## src/rtl/ssm_pkg.sv

```systemverilog
// Package: shared register selects and status bit positions for the
// double-buffered serial master. Assumes an 8-bit-or-wider register port.
package ssm_pkg;
    typedef enum logic [1:0] {
        SEL_DATA = 2'd0,
        SEL_CTRL = 2'd1,
        SEL_STAT = 2'd2,
        SEL_MASK = 2'd3
    } reg_sel_e;

    localparam int FLG_RXF  = 0;
    localparam int FLG_TXE  = 1;
    localparam int FLG_DONE = 2;
    localparam int FLG_OVR  = 3;
    localparam int FLG_BUSY = 4;
    localparam int NUM_IRQ  = 3;
    localparam int NUM_FLG  = 5;
endpackage

```

## src/rtl/ssm_shifter.sv

```systemverilog
// Shifter: generates the half-rate serial clock from the tick enable and
// moves one frame at a time. Outputs on the falling edge, samples on the
// rising edge, idles low. Assumes the transmit buffer is held stable by the
// register block until take_tx pulses.
module ssm_shifter #(
    parameter int DW = 8
) (
    input  logic          clk,
    input  logic          rst_n,
    input  logic          tick,
    input  logic          enable,
    input  logic          tx_valid,
    input  logic [DW-1:0] tx_byte,
    input  logic          sdi,
    output logic          sclk,
    output logic          sdo,
    output logic          busy,
    output logic          take_tx,
    output logic          frame_done,
    output logic          went_idle,
    output logic [DW-1:0] rx_byte
);
    localparam int CW = (DW > 1) ? $clog2(DW) : 1;
    localparam logic [CW-1:0] LAST = CW'(DW - 1);

    logic          active_q;
    logic          sclk_q;
    logic          samp_q;
    logic [DW-1:0] sr_q;
    logic [CW-1:0] cnt_q;
    logic          fall_now;
    logic          last_bit;

    // Decode of the current edge and hand-over events.
    always_comb begin
        last_bit   = (cnt_q == LAST);
        fall_now   = enable && active_q && tick && sclk_q;
        frame_done = fall_now && last_bit;
        went_idle  = frame_done && !tx_valid;
        take_tx    = enable && tx_valid && (!active_q || frame_done);
        rx_byte    = {sr_q[DW-2:0], samp_q};
    end

    // Frame sequencing: load, rise/sample, fall/shift, reload or stop.
    always_ff @(posedge clk) begin
        if (!rst_n) begin
            active_q <= 1'b0;
            sclk_q   <= 1'b0;
            samp_q   <= 1'b0;
            sr_q     <= '0;
            cnt_q    <= '0;
        end else if (!enable) begin
            active_q <= 1'b0;
            sclk_q   <= 1'b0;
            cnt_q    <= '0;
        end else if (!active_q) begin
            if (tx_valid) begin
                active_q <= 1'b1;
                sr_q     <= tx_byte;
                cnt_q    <= '0;
                sclk_q   <= 1'b0;
            end
        end else if (tick) begin
            if (!sclk_q) begin
                sclk_q <= 1'b1;
                samp_q <= sdi;
            end else begin
                sclk_q <= 1'b0;
                if (last_bit) begin
                    cnt_q <= '0;
                    if (tx_valid) begin
                        sr_q <= tx_byte;
                    end else begin
                        active_q <= 1'b0;
                    end
                end else begin
                    sr_q  <= {sr_q[DW-2:0], samp_q};
                    cnt_q <= cnt_q + 1'b1;
                end
            end
        end
    end

    // Line outputs: data is only driven while a frame is running.
    always_comb begin
        sclk = sclk_q;
        sdo  = active_q & sr_q[DW-1];
        busy = active_q;
    end
endmodule

```

## src/rtl/ssm_regs.sv

```systemverilog
// Register block: holds control, mask, both holding buffers and the status
// flags; applies the shared data-address read/write semantics. Assumes
// single-cycle strobes from the bus side.
module ssm_regs
    import ssm_pkg::*;
#(
    parameter int DW = 8
) (
    input  logic               clk,
    input  logic               rst_n,
    input  logic               wr_en,
    input  logic               rd_en,
    input  logic [1:0]         addr,
    input  logic [DW-1:0]      wdata,
    output logic [DW-1:0]      rdata,
    input  logic               take_tx,
    input  logic               frame_done,
    input  logic               went_idle,
    input  logic               busy,
    input  logic [DW-1:0]      rx_byte,
    output logic               enable,
    output logic               tx_valid,
    output logic [DW-1:0]      tx_byte,
    output logic [NUM_FLG-1:0] flags,
    output logic [DW-1:0]      mask
);
    logic [DW-1:0] ctrl_q;
    logic [DW-1:0] mask_q;
    logic [DW-1:0] txb_q;
    logic [DW-1:0] rxb_q;
    logic          txf_q;
    logic          rxf_q;
    logic          done_q;
    logic          ovr_q;
    logic          wr_data;
    logic          rd_data;
    logic          wr_stat;

    // Address decode of the bus strobes.
    always_comb begin
        wr_data = wr_en && (addr == SEL_DATA);
        rd_data = rd_en && (addr == SEL_DATA);
        wr_stat = wr_en && (addr == SEL_STAT);
    end

    // Control and mask registers.
    always_ff @(posedge clk) begin
        if (!rst_n) begin
            ctrl_q <= '0;
            mask_q <= '0;
        end else if (wr_en) begin
            if (addr == SEL_CTRL) ctrl_q <= wdata;
            if (addr == SEL_MASK) mask_q <= wdata;
        end
    end

    // Transmit holding buffer: a write wins over a same-cycle hand-over.
    always_ff @(posedge clk) begin
        if (!rst_n) begin
            txb_q <= '0;
            txf_q <= 1'b0;
        end else if (wr_data) begin
            txb_q <= wdata;
            txf_q <= 1'b1;
        end else if (take_tx) begin
            txf_q <= 1'b0;
        end
    end

    // Receive holding buffer, receive-full and overrun flags.
    always_ff @(posedge clk) begin
        if (!rst_n) begin
            rxb_q <= '0;
            rxf_q <= 1'b0;
            ovr_q <= 1'b0;
        end else begin
            if (frame_done) begin
                rxb_q <= rx_byte;
                rxf_q <= 1'b1;
            end else if (rd_data) begin
                rxf_q <= 1'b0;
            end
            if (frame_done && rxf_q && !rd_data) begin
                ovr_q <= 1'b1;
            end else if (wr_stat && wdata[FLG_OVR]) begin
                ovr_q <= 1'b0;
            end
        end
    end

    // End-of-transmission flag: set when the shifter goes idle, cleared by a data write.
    always_ff @(posedge clk) begin
        if (!rst_n) begin
            done_q <= 1'b0;
        end else if (wr_data) begin
            done_q <= 1'b0;
        end else if (went_idle) begin
            done_q <= 1'b1;
        end
    end

    // Flag vector and outward views of the registers.
    always_comb begin
        flags           = '0;
        flags[FLG_RXF]  = rxf_q;
        flags[FLG_TXE]  = !txf_q;
        flags[FLG_DONE] = done_q;
        flags[FLG_OVR]  = ovr_q;
        flags[FLG_BUSY] = busy;
        enable          = ctrl_q[0];
        tx_valid        = txf_q;
        tx_byte         = txb_q;
        mask            = mask_q;
    end

    // Read multiplexer.
    always_comb begin
        rdata = '0;
        unique case (reg_sel_e'(addr))
            SEL_DATA: rdata = rxb_q;
            SEL_CTRL: rdata = ctrl_q;
            SEL_STAT: rdata[NUM_FLG-1:0] = flags;
            SEL_MASK: rdata = mask_q;
            default:  rdata = '0;
        endcase
    end
endmodule

```

## src/rtl/ssm_irq.sv

```systemverilog
// Interrupt gating: one registered AND of flag and mask per source.
// Assumes flags are already synchronous to clk.
module ssm_irq #(
    parameter int N = 3
) (
    input  logic         clk,
    input  logic         rst_n,
    input  logic [N-1:0] flag,
    input  logic [N-1:0] en,
    output logic [N-1:0] irq
);
    for (genvar i = 0; i < N; i++) begin : g_src
        logic q;
        // Registered gate for source i.
        always_ff @(posedge clk) begin
            if (!rst_n) q <= 1'b0;
            else        q <= flag[i] & en[i];
        end
        assign irq[i] = q;
    end
endmodule

```

## src/rtl/ssm_top.sv

```systemverilog
// Top: double-buffered full-duplex serial master. Wires the register block,
// the shifter and the interrupt gates together. Assumes tick is a
// single-cycle enable synchronous to clk.
module ssm_top
    import ssm_pkg::*;
#(
    parameter int DW = 8
) (
    input  logic          clk,
    input  logic          rst_n,
    input  logic          tick,
    input  logic          wr_en,
    input  logic          rd_en,
    input  logic [1:0]    addr,
    input  logic [DW-1:0] wdata,
    output logic [DW-1:0] rdata,
    output logic          sclk,
    output logic          sdo,
    input  logic          sdi,
    output logic          irq_rx_full,
    output logic          irq_tx_empty,
    output logic          irq_tx_done
);
    logic               ctrl_en;
    logic               sh_busy;
    logic               take_tx;
    logic               frame_done;
    logic               went_idle;
    logic               tx_valid;
    logic [DW-1:0]      tx_byte;
    logic [DW-1:0]      rx_byte;
    logic [DW-1:0]      mask_q;
    logic [NUM_FLG-1:0] stat_flags;
    logic [NUM_IRQ-1:0] irq_vec;

    ssm_regs #(.DW(DW)) u_regs (
        .clk        (clk),
        .rst_n      (rst_n),
        .wr_en      (wr_en),
        .rd_en      (rd_en),
        .addr       (addr),
        .wdata      (wdata),
        .rdata      (rdata),
        .take_tx    (take_tx),
        .frame_done (frame_done),
        .went_idle  (went_idle),
        .busy       (sh_busy),
        .rx_byte    (rx_byte),
        .enable     (ctrl_en),
        .tx_valid   (tx_valid),
        .tx_byte    (tx_byte),
        .flags      (stat_flags),
        .mask       (mask_q)
    );

    ssm_shifter #(.DW(DW)) u_shift (
        .clk        (clk),
        .rst_n      (rst_n),
        .tick       (tick),
        .enable     (ctrl_en),
        .tx_valid   (tx_valid),
        .tx_byte    (tx_byte),
        .sdi        (sdi),
        .sclk       (sclk),
        .sdo        (sdo),
        .busy       (sh_busy),
        .take_tx    (take_tx),
        .frame_done (frame_done),
        .went_idle  (went_idle),
        .rx_byte    (rx_byte)
    );

    ssm_irq #(.N(NUM_IRQ)) u_irq (
        .clk   (clk),
        .rst_n (rst_n),
        .flag  (stat_flags[NUM_IRQ-1:0]),
        .en    (mask_q[NUM_IRQ-1:0]),
        .irq   (irq_vec)
    );

    // Interrupt lines in flag order.
    always_comb begin
        irq_rx_full  = irq_vec[FLG_RXF];
        irq_tx_empty = irq_vec[FLG_TXE];
        irq_tx_done  = irq_vec[FLG_DONE];
    end
endmodule

```

## config.mk

```make
export PLATFORM = sky130hd
export DESIGN_NAME = ssm_top
export DESIGN_NICKNAME = d
export VERILOG_FILES = /design/src/rtl/ssm_pkg.sv /design/src/rtl/ssm_shifter.sv /design/src/rtl/ssm_regs.sv /design/src/rtl/ssm_irq.sv /design/src/rtl/ssm_top.sv
export SDC_FILE = /design/constraint.sdc
export NUM_CORES = 1
export LEC_CHECK = 0
export ABC_AREA = 0
export BUFFER_PORTS_ARGS = -buffer_cell sky130_fd_sc_hd__buf_2
export CAP_MARGIN = 20
export CELL_PAD_IN_SITES_DETAIL_PLACEMENT = 2
export CELL_PAD_IN_SITES_GLOBAL_PLACEMENT = 2
export CORE_MARGIN = 10
export CORE_UTILIZATION = 37
export DETAILED_ROUTE_END_ITERATION = 6
export MAX_ROUTING_LAYER = met4
export PLACE_DENSITY_LB_ADDON = 0.1
export SETUP_SLACK_MARGIN = 0.5
export SYNTH_ARGS = -nofsm -noshare
export SYNTH_HDL_FRONTEND = slang
export SYNTH_SLANG_ARGS = --single-unit
```

## constraint.sdc

```tcl
create_clock -name clk -period 2 [get_ports clk]
set_input_delay 0.3 -clock clk [delete_from_list [all_inputs] [get_ports clk]]
set_output_delay 0.3 -clock clk [all_outputs]
set_load 0.005 [all_outputs]
```

Word-level counts from Yosys, hierarchy flattened --
Index checks and enable logic that the tools add are counted.
Word-level totals: register bits 53, output and inout bits 13
Operators by class: add/subtract/negate cells 1, equality and inequality tests 6, muxes and demuxes 27, bitwise logic cells 6, reduce and logical (&&, ||, !) cells 30
Operator list (number):
- 8-bit 2-to-1 mux | 5
- 5-bit one-hot mux with 4 select lines | 1
- 1-bit 2-to-1 mux | 15
- 3-bit 2-to-1 mux | 5
- 1-bit logical AND | 13
- 3-bit one-hot mux with 3 select lines | 1
- 2-bit AND reduction | 4
- 2-bit nonzero test | 4
- 3-bit AND reduction | 2
- 1-bit AND | 4
- 2-bit == test (second input constant) | 2
- 2-bit != test (second input constant) | 2
- 4-bit AND reduction | 1
- 3-bit by 1-bit adder with 3-bit output (second input constant) | 1
- 3-bit == test (second input constant) | 1
- 1-bit zero test | 3
- 2-bit by 1-bit == test with 1-bit output (second input constant) | 1
- 2-bit zero test | 1
- 1-bit inverter | 2
- 2-bit OR reduction | 1
- 1-bit logical OR | 1

Logic depth before layout (Yosys ltp) --
depth after elaboration 8, mapped depth 8, gate-level depth less buffers 6

Modules after synthesis --
Synthesis repeated with hierarchy kept, for this count alone.
Unflattened totals: cells, all modules 256, area, all modules 2456.1 µm²
By module, submodules not included:
- ssm_regs | instances 1, cells each 153, area an instance 1581.5 µm²
- ssm_shifter | instances 1, cells each 94, area an instance 773.2 µm²
- ssm_irq | instances 1, cells each 9, area an instance 101.3 µm²

Worst setup path before layout --
No wires, ideal clock.
path type reg2reg, start point register u_shift.cnt_q[0], end point register u_shift.sr_q[3], library setup time 0.116 ns, arrival 1.466 ns, data required time 1.884 ns, path slack 0.418 ns, stages on the path, launching flop included 9, buffers on the path 2, clock period less this slack 1.582 ns, path through dfxtp_1 -> ha_1 -> ha_1 -> nor2b_1 -> buf_6 -> o211a_4 -> buf_6 -> nand2_1 -> o211a_1
On the way: word-level cells in the longest chain between the ends 5
RTL lines:
- start, declared | line ssm_shifter.sv:30 | logic [CW-1:0] cnt_q;
- start signal, assigned | line ssm_shifter.sv:78 | cnt_q <= cnt_q + 1'b1;
- 3-bit == test | line ssm_shifter.sv:36 | last_bit = (cnt_q == LAST);
- 8-bit 2-to-1 mux | line ssm_shifter.sv:69 | if (last_bit) begin
- 8-bit 2-to-1 mux | line ssm_shifter.sv:64 | if (!sclk_q) begin
- 8-bit 2-to-1 mux | line ssm_shifter.sv:63 | end else if (tick) begin
- 8-bit 2-to-1 mux | line ssm_shifter.sv:56 | end else if (!active_q) begin
- end signal, assigned | line ssm_shifter.sv:59 | sr_q <= tx_byte;
- end signal, assigned | line ssm_shifter.sv:72 | sr_q <= tx_byte;
- end signal, assigned | line ssm_shifter.sv:77 | sr_q <= {sr_q[DW-2:0], samp_q};
- end, declared | line ssm_shifter.sv:29 | logic [DW-1:0] sr_q;
Every way passes these cells. The select of a mux whose other input is x is not followed. A chain may end at the register's enable or synchronous reset.

Final worst setup path --
start point register u_shift.active_q (netlist: u_shift.busy), end point output rdata[4]
On the way: word-level cells in the longest chain between the ends 1
RTL lines:
- start, declared | line ssm_shifter.sv:26 | logic active_q;
- start signal, assigned | line ssm_shifter.sv:47 | active_q <= 1'b0;
- start signal, assigned | line ssm_shifter.sv:53 | active_q <= 1'b0;
- start signal, assigned | line ssm_shifter.sv:58 | active_q <= 1'b1;
- 5-bit one-hot mux with 4 select lines | line ssm_regs.sv:119 | unique case (reg_sel_e'(addr))
- end, declared | line ssm_top.sv:16 | output logic [DW-1:0] rdata,
Every way passes these cells.

==> flow_metrics.py <==
metrics = {
    "clocking": {
        "cts_root_buf": "clkbuf_8",
        "postCtsHoldBufs": 0,
        "clkSinkCount": 53,
        "cts_buffers": 5,
        "cts_buffer_depth": 2,
        "h-tree-depth": 2,
        "clk_latency_ns": 0.31,
        "clkTransAtPathRegs_ns": 0.10,
        "cts_tree": "done",
    },
    "synth": {
        "synthFlopType": "dfxtp_1",
        "syn_avg_cell_area_um2": 10.20,
        "synth_seq_area_share": 0.4426,
        "yosysWarnings": 0,
        "synth_fp_nets": 253,
        "async_reset_ff_frac": 0,
        "ys_ff_latch": 53,
        "synth.distinct_cells": 34,
        "syn_inst": 235,
        "netlist_area_um2": 2397,
        "synth_edf_count": 0,
    },
    "power": {
        "power_switching_share": 0.2568,
        "p_clk_frac": 0.341,
        "comb_power_share": 0.081,
        "seqPwrFrac": 0.579,
        "internal_power_mw": 1.391,
        "power_switching_mw": 0.4806,
        "vdd_drop_max_mv": 0.3315,
        "p_per_area_nw_per_um2": 658.6,
        "p_leak_nw": 1.222,
        "power.total_mw": 1.871,
    },
    "timing": {
        "rsz0062_at_grt": "yes",
        "setup_viol": 0,
        "max_freq_ghz": 0.6053,
        "fin_skew_ns": 0.004536,
        "tightest_slew_ns": 0.5998,
        "fin_crit_sh": 0.8261,
        "fin_crit_ns": 1.652,
        "setup_tns_ns": 0,
        "final_hold_viol_count": 0,
        "slew_viol_final": 0,
        "max-slew-margin-rel": 0.6001,
        "hold_ws_ns": 0.2387,
    },
    "routing": {
        "drtIter0Drc": 46,
        "drc": 0,
        "post_drt_wl_per_cell_um": 18.11,
        "viasPerCell": 5.226,
        "drt_pass1_iterations": 4,
        "vias": 1829,
        "wl_mm": 6.338,
        "postRouteAntennaNets": 0,
    },
    "worst_hold_path": {
        "min_path_cells": 3,
        "hold_class": "input pin to flop",
        "hold_start": "wdata[4]",
        "min_to": "u_regs.tx_byte[4]",
    },
    "floorplan": {
        "die_h_um": 100.5,
        "start_util": 0.3797,
        "die_area_um2": 10100,
        "rows": 29,
        "core_um2": 6314,
        "fp.dieW_um": 100.5,
        "boundaryPins": 29,
    },
    "cells_and_area": {
        "nets": 290,
        "final_common_cell": "dfxtp_1",
        "final_cell_mix": "41 x dfxtp_1, 34 x nand2_1, 32 x mux2i_1",
        "drive_gt1_frac": 0.3077,
        "diodes": 0,
        "syn_to_final_growth_pct": 18.53,
        "final_area_um2": 2841,
    },
    "global_routing": {
        "antenna_found_initial": 0,
        "grt_start_max_net_pins": 35,
        "grt_pass1_vias": 1915,
        "grt_pass1_wl_mm": 10.23,
        "track_usage": 0.1310,
        "grt.overflow.total": 0,
    },
    "run_status": {
        "status": "complete, no violations",
    },
    "critical_path": {
        "worstPathRequired_ns": 1.70,
        "reg2reg_slack_ns": 0.47,
        "startpoint_type": "flop",
        "cp.arrival_ns": 1.35,
        "r2r_end": "u_shift.sr_q[0]",
        "worstSetupPathType": "flop to output port",
        "worst_r2r_path_depth": 7,
        "startpoint": "u_shift.busy",
        "cp_max_fo": 2,
        "cp-end-kind": "output port",
        "rr_startpoint": "u_shift.cnt_q[1]",
    },
    "run": {
        "max_cap_violations": 0,
    },
    "place": {
        "portBuffers": 28,
        "post_dp_cell_area_um2": 2614,
        "globalplace.congestion": 0.7251,
        "hpwl_mm": 4.447,
    },
}
[registers in the layout, indices dropped and copies added, names as in the netlist]
signal and flops:
u_shift.busy 1, u_shift.sr_q 8, u_irq.g_src.q 3, u_regs.mask 8
u_shift.cnt_q 3, u_regs.rxb_q 8, u_shift.sclk 1, u_regs.ovr_q 1
u_regs.tx_byte 8, u_shift.samp_q 1, u_regs.ctrl_q 8, u_regs.done_q 1
u_regs.rxf_q 1, u_regs.tx_valid 1
[cell usage after synthesis (2+ instances only)]
cell type | number | share of area
a21oi_1 | 5 | 0.010
a21boi_1 | 8 | 0.025
ha_1 | 2 | 0.010
o21ai_0 | 6 | 0.013
nand3_1 | 4 | 0.0084
buf_2 | 5 | 0.010
mux4_2 | 5 | 0.047
a21boi_0 | 2 | 0.0063
clkbuf_1 | 5 | 0.0078
buf_6 | 5 | 0.023
nand4_1 | 2 | 0.0052
a31oi_1 | 2 | 0.0052
nand2_1 | 34 | 0.053
nand3_2 | 2 | 0.0084
nand3b_1 | 2 | 0.0063
dfxtp_1 | 53 | 0.44
nand4b_1 | 2 | 0.0073
mux2i_1 | 34 | 0.14
nor2b_1 | 28 | 0.073
buf_4 | 2 | 0.0063
o211a_1 | 7 | 0.029
and3_1 | 3 | 0.0078
nor2_1 | 6 | 0.0094
[per-stage QoR]
| step | cells | utilization | worst slack (ns) |
|---|---|---|---|
| final | 350 | 0.4501 | 0.3479 |
| after global routing | 350 | 0.4501 | 0.3127 |
| after CTS | 346 | 0.4413 | 0.3313 |
| after detailed placement | 332 | 0.4140 | 0.3094 |
| after global placement | 332 | 0.4140 | 0.3454 |
| after floorplan | 235 | - | 0.5043 |
[worst max path at each step]
stage                     depth (start not counted)              end
after floorplan                                   8  u_shift.sr_q[3]
after global placement                            3         rdata[3]
after detailed placement                          7  u_shift.sr_q[0]
after CTS                                         3         rdata[4]
after global routing                              3         rdata[4]
final                                             3         rdata[4]
[power by group through the flow]
stage	clock, mW	sequential, mW	combinational [mW]
after global placement	0	1.11	0.141
after detailed placement	0	1.11	0.144
after CTS	0.666	1.08	0.149
after floorplan	0	1.11	0.0965
final	0.637	1.08	0.151
after global routing	0.704	1.09	0.170
[repair_timing]
action | CTS | global route
gates resized for setup | 18 | 7
setup endpoints to repair | 13 | 20
gates cloned | 0 | 1
pin swaps | 1 | 3
buffers inserted | 6 | 3
[cell families (layout without fill, tap and decap cells)]
group	after synthesis	after routing	share of synthesized area
flip-flops	53	53	0.4426
AND/OR/NAND/NOR	87	87	0.1957
adder cells (fa/ha/maj)	2	2	0.01044
multiplexers	39	39	0.1889
AO/OA/AOI/OAI	36	37	0.1127
buffers and inverters	18	55	0.04958
[layout make-up]
cell class                 instances  area [um^2]
clock buffer                       5        68.82
inverter                           1        3.754
sequential                        53         1081
clock inverter                     3        21.27
tap                               77        96.34
fill                             710         3472
timing repair buffer              46        295.3
multi-input combinational        165         1275
[worst max-delay path, cell delays in order (launching register included)]
cell     delay (ns)
dfxtp_2        0.34
buf_6          0.12
mux4_2         0.45
buf_2          0.14
[routing by layer]
metal  share of wire  up-vias  wire (um)  GRT usage
li1                -      894          -          -
met1            0.50      907       3163     0.1734
met2            0.47       23       2993     0.1998
met3           0.018        5        116    0.02401
met4           0.010        0         65    0.03587
met5               0        -          0          -
No activity file was read; power rests on OpenSTA's default activity.
